===== config.mk =====
export PLATFORM = sky130hd
export DESIGN_NAME = lane_deskew
export DESIGN_NICKNAME = d
export VERILOG_FILES = /design/src/rtl/deskew_pkg.sv /design/src/rtl/lane_delay.sv /design/src/rtl/bundle_ctrl.sv /design/src/rtl/lane_deskew.sv
export SDC_FILE = /design/constraint.sdc
export NUM_CORES = 2
export LEC_CHECK = 0
export ABC_CLOCK_PERIOD_IN_PS = 3300
export BUFFER_PORTS_ARGS = -buffer_cell sky130_fd_sc_hd__buf_2
export CORE_UTILIZATION = 55
export CTS_BUF_LIST = sky130_fd_sc_hd__clkbuf_16
export DETAILED_ROUTE_END_ITERATION = 8
export PLACE_DENSITY = 0.77
export SKIP_LAST_GASP = 1
export SYNTH_ARGS = -nofsm -noshare
export SYNTH_HDL_FRONTEND = slang
export SYNTH_HIERARCHICAL = 1
export SYNTH_SLANG_ARGS = --single-unit

===== constraint.sdc =====
create_clock -name clk -period 3.3 [get_ports clk]
set_clock_uncertainty 0.2 [all_clocks]
set_input_delay 0.33 -clock clk [delete_from_list [all_inputs] [get_ports clk]]
set_output_delay 0.33 -clock clk [all_outputs]
set_load 0.01 [all_outputs]

===== src/rtl/deskew_pkg.sv =====
package deskew_pkg;

    localparam int LANES_PER_OCTET = 8;
    localparam int SLOTS_PER_OCTET = 4;

    typedef enum logic [1:0] {
        TOPO_X8 = 2'd0,
        TOPO_X4 = 2'd1,
        TOPO_X2 = 2'd2,
        TOPO_X1 = 2'd3
    } topo_e;

    // Lanes of an octet that belong to a bundle slot under a topology.
    function automatic logic [LANES_PER_OCTET-1:0] slot_mask(topo_e topo, logic [1:0] slot);
        logic [LANES_PER_OCTET-1:0] m;
        m = '0;
        case (topo)
            TOPO_X8: if (slot == 2'd0) m = 8'hFF;
            TOPO_X4: if (slot == 2'd0) m = 8'h0F;
                     else if (slot == 2'd1) m = 8'hF0;
            TOPO_X2: m = 8'(8'h03 << {slot, 1'b0});
            default: m = '0;
        endcase
        return m;
    endfunction

    // Bundle slot that owns a lane of an octet.
    function automatic logic [1:0] lane_slot(topo_e topo, logic [2:0] lane);
        logic [1:0] s;
        case (topo)
            TOPO_X4: s = {1'b0, lane[2]};
            TOPO_X2: s = lane[2:1];
            default: s = 2'd0;
        endcase
        return s;
    endfunction

endpackage


===== src/rtl/lane_delay.sv =====
module lane_delay #(
    parameter int DATA_W   = 8,
    parameter int MAX_SKEW = 3,
    localparam int W       = DATA_W + 1,
    localparam int SEL_W   = $clog2(MAX_SKEW + 1)
) (
    input  logic              clk,
    input  logic              rst,
    input  logic [DATA_W-1:0] data_i,
    input  logic              mark_i,
    input  logic [SEL_W-1:0]  sel_i,
    output logic [DATA_W-1:0] data_o,
    output logic              mark_o
);

    typedef struct packed {
        logic [MAX_SKEW-1:0][W-1:0] hist;
        logic [W-1:0]               out;
    } dly_st_t;

    dly_st_t st_d, st_q;
    logic [W-1:0] tap;

    always_comb begin
        st_d = st_q;
        tap  = {mark_i, data_i};
        for (int k = 1; k <= MAX_SKEW; k++) begin
            if (int'(sel_i) == k) tap = st_q.hist[k-1];
        end
        st_d.hist[0] = {mark_i, data_i};
        for (int k = 1; k < MAX_SKEW; k++) begin
            st_d.hist[k] = st_q.hist[k-1];
        end
        st_d.out = tap;
    end

    always_ff @(posedge clk) begin
        if (rst) st_q <= '0;
        else     st_q <= st_d;
    end

    assign {mark_o, data_o} = st_q.out;

    AST_SEL_LIMIT: assert property (@(posedge clk) disable iff (rst)
        int'(sel_i) <= MAX_SKEW);
    AST_PASS_ZERO: assert property (@(posedge clk) disable iff (rst)
        (sel_i == '0) |=> ({mark_o, data_o} == $past({mark_i, data_i})));

endmodule


===== src/rtl/bundle_ctrl.sv =====
module bundle_ctrl #(
    parameter int LANES    = 8,
    parameter int MAX_SKEW = 3,
    localparam int CNT_W   = $clog2(MAX_SKEW + 1)
) (
    input  logic                        clk,
    input  logic                        rst,
    input  logic [LANES-1:0]            mask_i,
    input  logic [LANES-1:0]            mark_i,
    output logic [LANES-1:0][CNT_W-1:0] dly_o,
    output logic                        aligned_o,
    output logic                        err_o
);

    typedef struct packed {
        logic                        busy;
        logic [CNT_W-1:0]            cnt;
        logic [LANES-1:0]            seen;
        logic [LANES-1:0][CNT_W-1:0] stamp;
        logic [LANES-1:0][CNT_W-1:0] dly;
        logic                        aligned;
        logic                        err;
    } bnd_st_t;

    bnd_st_t st_d, st_q;
    logic [LANES-1:0]            prior, arrive, seen_all;
    logic [LANES-1:0][CNT_W-1:0] stamp_n;
    logic [CNT_W-1:0]            cur;

    always_comb begin
        st_d     = st_q;
        prior    = st_q.busy ? st_q.seen : '0;
        arrive   = mark_i & mask_i & ~prior;
        seen_all = prior | arrive;
        cur      = st_q.busy ? st_q.cnt : '0;
        stamp_n  = st_q.stamp;
        for (int i = 0; i < LANES; i++) begin
            if (arrive[i]) stamp_n[i] = cur;
        end
        if ((mask_i != '0) && (st_q.busy || (arrive != '0))) begin
            if ((seen_all & mask_i) == mask_i) begin
                for (int i = 0; i < LANES; i++) begin
                    st_d.dly[i] = mask_i[i] ? CNT_W'(cur - stamp_n[i]) : '0;
                end
                st_d.aligned = 1'b1;
                st_d.err     = 1'b0;
                st_d.busy    = 1'b0;
            end else if (cur == CNT_W'(MAX_SKEW)) begin
                st_d.err     = 1'b1;
                st_d.aligned = 1'b0;
                st_d.busy    = 1'b0;
            end else begin
                st_d.busy  = 1'b1;
                st_d.cnt   = cur + 1'b1;
                st_d.seen  = seen_all;
                st_d.stamp = stamp_n;
            end
        end
    end

    always_ff @(posedge clk) begin
        if (rst) st_q <= '0;
        else     st_q <= st_d;
    end

    assign dly_o     = st_q.dly;
    assign aligned_o = st_q.aligned;
    assign err_o     = st_q.err;

    AST_CNT_IN_WINDOW: assert property (@(posedge clk) disable iff (rst)
        st_q.busy |-> (st_q.cnt <= CNT_W'(MAX_SKEW)));
    AST_ERR_KEEPS_DELAYS: assert property (@(posedge clk) disable iff (rst)
        $rose(st_q.err) |-> $stable(st_q.dly));
    AST_FLAGS_EXCLUSIVE: assert property (@(posedge clk) disable iff (rst)
        !(aligned_o && err_o));
    AST_EMPTY_SLOT_QUIET: assert property (@(posedge clk) disable iff (rst)
        (mask_i == '0) |-> (!aligned_o && !err_o && !st_q.busy));

endmodule


===== src/rtl/lane_deskew.sv =====
module lane_deskew
    import deskew_pkg::*;
#(
    parameter int NUM_OCTETS = 2,
    parameter int DATA_W     = 8,
    parameter int MAX_SKEW   = 3,
    localparam int LPO       = LANES_PER_OCTET,
    localparam int SPO       = SLOTS_PER_OCTET,
    localparam int NUM_LANES = NUM_OCTETS * LPO,
    localparam int NUM_SLOTS = NUM_OCTETS * SPO,
    localparam int DLY_W     = $clog2(MAX_SKEW + 1)
) (
    input  logic                          clk,
    input  logic                          rst,
    input  logic [2*NUM_OCTETS-1:0]       topo_i,
    input  logic [NUM_LANES*DATA_W-1:0]   lane_data_i,
    input  logic [NUM_LANES-1:0]          lane_mark_i,
    output logic [NUM_LANES*DATA_W-1:0]   out_data_o,
    output logic [NUM_LANES-1:0]          out_mark_o,
    output logic [NUM_SLOTS-1:0]          bundle_aligned_o,
    output logic [NUM_SLOTS-1:0]          skew_err_o
);

    typedef struct packed {
        topo_e [NUM_OCTETS-1:0] topo;
    } top_st_t;

    top_st_t st_d, st_q;

    always_comb begin
        st_d = st_q;
        if (rst) begin
            for (int o = 0; o < NUM_OCTETS; o++) begin
                st_d.topo[o] = topo_e'(topo_i[2*o +: 2]);
            end
        end
    end

    always_ff @(posedge clk) begin
        st_q <= st_d;
    end

    logic [LPO-1:0][DLY_W-1:0] slot_dly [NUM_OCTETS][SPO];
    logic [DLY_W-1:0]          lane_sel [NUM_LANES];

    for (genvar o = 0; o < NUM_OCTETS; o++) begin : g_oct
        for (genvar s = 0; s < SPO; s++) begin : g_slot
            logic [LPO-1:0] mask;
            assign mask = slot_mask(st_q.topo[o], 2'(s));
            bundle_ctrl #(
                .LANES    (LPO),
                .MAX_SKEW (MAX_SKEW)
            ) u_bnd (
                .clk       (clk),
                .rst       (rst),
                .mask_i    (mask),
                .mark_i    (lane_mark_i[o*LPO +: LPO]),
                .dly_o     (slot_dly[o][s]),
                .aligned_o (bundle_aligned_o[o*SPO + s]),
                .err_o     (skew_err_o[o*SPO + s])
            );
        end

        for (genvar l = 0; l < LPO; l++) begin : g_lane
            logic [1:0] owner;
            assign owner = lane_slot(st_q.topo[o], 3'(l));
            assign lane_sel[o*LPO + l] = (st_q.topo[o] == TOPO_X1) ? '0
                                       : slot_dly[o][owner][l];
            lane_delay #(
                .DATA_W   (DATA_W),
                .MAX_SKEW (MAX_SKEW)
            ) u_dly (
                .clk    (clk),
                .rst    (rst),
                .data_i (lane_data_i[(o*LPO + l)*DATA_W +: DATA_W]),
                .mark_i (lane_mark_i[o*LPO + l]),
                .sel_i  (lane_sel[o*LPO + l]),
                .data_o (out_data_o[(o*LPO + l)*DATA_W +: DATA_W]),
                .mark_o (out_mark_o[o*LPO + l])
            );
        end

        AST_X1_FLAGS_LOW: assert property (@(posedge clk) disable iff (rst)
            (st_q.topo[o] == TOPO_X1) |->
            (bundle_aligned_o[o*SPO +: SPO] == '0 && skew_err_o[o*SPO +: SPO] == '0));
    end

    AST_RESET_CLEARS: assert property (@(posedge clk) disable iff (rst)
        $fell(rst) |-> (bundle_aligned_o == '0 && skew_err_o == '0 && out_mark_o == '0));
    AST_TOPO_STATIC: assert property (@(posedge clk) disable iff (rst)
        !$past(rst) |-> $stable(st_q.topo));

endmodule


* Word level (Yosys, flattened, before mapping) *
Index checks and enable logic that the tools add are counted.

operators by class
  multiplexer cells = 272
  order comparisons = 6
  equality and inequality tests = 70
  reductions and logical operators = 66
  add/subtract/negate cells = 72
  bitwise gates (word level) = 62

operators by type and width
  cell                   number
  $mux W9                48
  $mux W2                168
  $bmux W16 S2           6
  $and A8 B8 Y8          20
  $reduce_bool A8 Y1     16
  $sub A2 B2 Y2          64
  $mux W8                14
  $eq A2 B2 Y1 const B   44
  $mux W16               4
  $not A8 Y8             8
  $or A8 B8 Y8           8
  $eq A8 B8 Y1           6
  $mux W12               4
  $pmux W8 S3            2
  $eq A2 B1 Y1 const B   18
  $and A8 B6 Y8          4
  $pmux W8 S2            2
  $reduce_and A2 Y1      16
  $reduce_and A3 Y1      8
  $ge A3 B3 Y1 const B   6
  $mux W1                18
  $not A2 Y3             6
  $add A2 B1 Y2 const B  8
  $eq A8 B6 Y1           2
  other kinds (7)        48

word-level totals
  input bits = 150
  logic and storage cells = 782
  bits in registers = 940
  output and inout port bits = 160

* Logic depth before layout (Yosys ltp) *
  word-level depth = 11
  mapped depth = 13

* Modules after synthesis *
Netlist, hierarchy kept.

modules (own cells, without submodules)
  module       area each (µm²)  cells each  instances
  bundle_ctrl  2514.9           294         8
  lane_delay   1253.7           107         16
  lane_deskew  1002.2           91          1

* Worst setup path after synthesis *
Ideal clock, no wire load.

  kind = reg-to-reg
  from = register, netlist name st_q[3]
  to = register g_oct[1].g_slot[0].u_bnd/st_q[34] (netlist bit)
  setup time = 0.141 ns
  cell stages (with the launch flop) = 13
  arrival time = 3.041 ns
  path buffers = 2
  required time = 2.959 ns
  path slack = -0.082 ns
  period minus slack after synthesis = 3.382 ns
  cell sequence = edfxtp_1 inv_1 ha_1 buf_6 nor2_1 nor2_1 and2_1 a32o_1 o31a_1 o211ai_2 buf_8 nor2_1 o32ai_1

RTL lines
  element                 line               text
  end signal: assignment  bundle_ctrl.sv:63  else st_q <= st_d;
  end: declaration        bundle_ctrl.sv:25  bnd_st_t st_d, st_q;

==> out/results.txt <==
status: completed
vias per std cell: 5.27
grt total ovfl: 0
port bufs: 309
CP Class: reg2reg
Max Slew Vio Count: 0
cell count after synthesis: 3675
fin area: 41900 µm²
initial core utilization: 55.9%
# clock sinks: 860
max_cap viols: 0
fmax: 328 MHz
DR WL/cell: 16.7 µm
setup_tns: 0 ns
worst slew pin tran: 1.04 ns
leakage: 15.8 nW
clock transition at the registers of the reported paths: 0.06 ns
vias: 26000
layout cells sized above 1: 14.4%
GRT Overall Usage: 23.2%
initial DRC count: 1782
CTS tree: done
WHS Path Cells: 3
# DRC: 0
Setup violations, final: 0
nets@finish: 4197
Critical Path Fanout Max: 15
min Tclk post-route: 3.04 ns
Slew headroom: 30.5%
crit path DAT: 3.29 ns
Clk Latency, worst-skew pair: 0.64 ns
I/O pin total: 310
period utilization: 92.2%
number of setup buffers added after CTS: 0
Placeable Area: 66200 µm²
internal power: 17.9 mW
RSZ-0062 raised after global routing: false
Mean Syn Cell Area: 10.1 µm²
Max IR drop VDD: 561 µV
vias in the first global route: 25200
R2R setup slack: 0.26 ns
final hold violations: 0
CTS Buffer Depth: 3
Mapped Area: 37000 µm²
HPWL after detailed placement: 51900 µm
Worst Hold Class: in2reg
Die Y: 261 µm
NetSw: 5.94 mW
crit path capture type: flip-flop
Sw Share: 25.0%
RD Place Congestion: 0.823
YS warnings: 6
worst path required time: 3.55 ns
Layout Area Growth over Synthesis: 13.2%
Post-DP Area: 37400 µm²
# rows: 94
fillers: 5254
First-pass DRT Iterations: 5
die width: 261 µm
# H-tree levels: 3
Pwr Density: 568 nW/µm²
initial antenna violation count: 2
Gate power share: 10.8%
Worst R2R Path Depth: 8
largest net degree at the start of global routing: 80
Seq pwr share: 46.6%
first-pass GRT wire length: 129000 µm
TritonCTS Buffers: 89
CP startpoint kind: flip-flop
Root Buffer: clkbuf_16
Clock Power Share: 42.6%
Routed WL: 82000 µm
antenna viol nets, final: 0
Die Area: 68400 µm²
-- layout make-up --
type                    instances  area, µm²  area share, %
well taps                     864       1080           2.58
diodes                          2       5.00         0.0119
clock buffers                  89       2230           5.31
multi-input cells            2460      16700           39.9
flip-flops and latches        860      17300           41.2
repair buffers                541       3750           8.94
inverters                      30        113          0.269
clock inverters                77        746           1.78
-- metal layers --
metal  GRT usage (%)  part of all wire, %  up-vias
met1            29.8                   44    12300
met5               0                    0        -
met2            38.6                   48      599
met4            8.14                  2.8        0
li1                -                    -    12900
met3            4.73                  5.4      167
-- power by group through the flow --
stage	clock network, mW	registers (mW)	logic (mW)
finish	10.1	11.1	2.57
global route	10.8	11.1	2.81
CTS	10.3	11.1	2.53
detailed placement	0	11.3	2.37
global placement	0	11.3	2.33
floorplan	0	11.2	2.02
-- layout by cell type, fill, tap and decap left out, types with 64 or more instances in the layout --
cell type      instances
a21oi_1              132
buf_2                308
buf_4                 77
clkbuf_16             89
conb_1               122
dfxtp_1              856
dlygate4sd3_1        149
ha_1                  64
mux2i_1              356
nand2_1              236
nand2b_1             168
nand3_1               76
nand3b_1             108
nor2_1               108
nor2b_1              444
o21ai_0               88
o22ai_1              144
o32ai_1               64
xnor2_1               88
-- state kept, by name (all words and copies together) (netlist names) --
signal / flops
g_oct.g_lane.u_dly/st_d: 288
g_oct.g_slot.u_bnd/err_o: 8
g_oct.g_slot.u_bnd/st_q: 176
g_oct.g_slot.u_bnd/aligned_o: 8
g_oct.g_lane.u_dly/mark_o: 16
g_oct.g_lane.u_dly/st_q: 144
g_oct.g_lane.u_dly/data_o: 128
st_q: 4
g_oct.g_slot.u_bnd/dly_o: 88
-- metrics by stage --
stage	worst slack (ns)	util, %	std cells	hold slack, ns	power [mW]
final	0.256	63.3	4923	0.0470	23.8
after global routing	0.0224	63.3	4922	0.0265	24.7
after CTS	0.172	63.3	4920	0.00982	24.0
after detailed placement	0.214	56.5	4605	0.250	13.7
after floorplan	0.0568	-	3796	0.229	13.3
after global placement	0.309	56.5	4605	0.239	13.6
-- worst paths after layout --
| path | from | to |
|---|---|---|
| hold / removal | lane_mark_i[3] | g_oct[0].g_lane[3].u_dly/st_d[26] |
| setup reg to reg | st_q[2] | g_oct[1].g_slot[3].u_bnd/st_q[37] |
| hold reg to reg | g_oct[1].g_lane[6].u_dly/st_d[21] | g_oct[1].g_lane[6].u_dly/st_d[30] |
| setup / recovery | st_q[2] | g_oct[1].g_slot[3].u_bnd/st_q[37] |
-- critical path, cell delays in order (launching register included) --
cell and delay, ns:
edfxtp_1 0.45, inv_1 0.14, ha_1 0.52, a22oi_1 0.19
nand4b_1 0.19, o31a_1 0.19, o211ai_2 0.22, nor2_1 0.56
o32ai_1 0.19
-- what timing repair did --
action,in CTS,in global routing
gates resized for setup,0,0
endpoints found under the hold margin,320,0
hold buffers,149,0
endpoints found under the setup margin,0,16
Note: power is estimated with default switching activity, not from simulation.
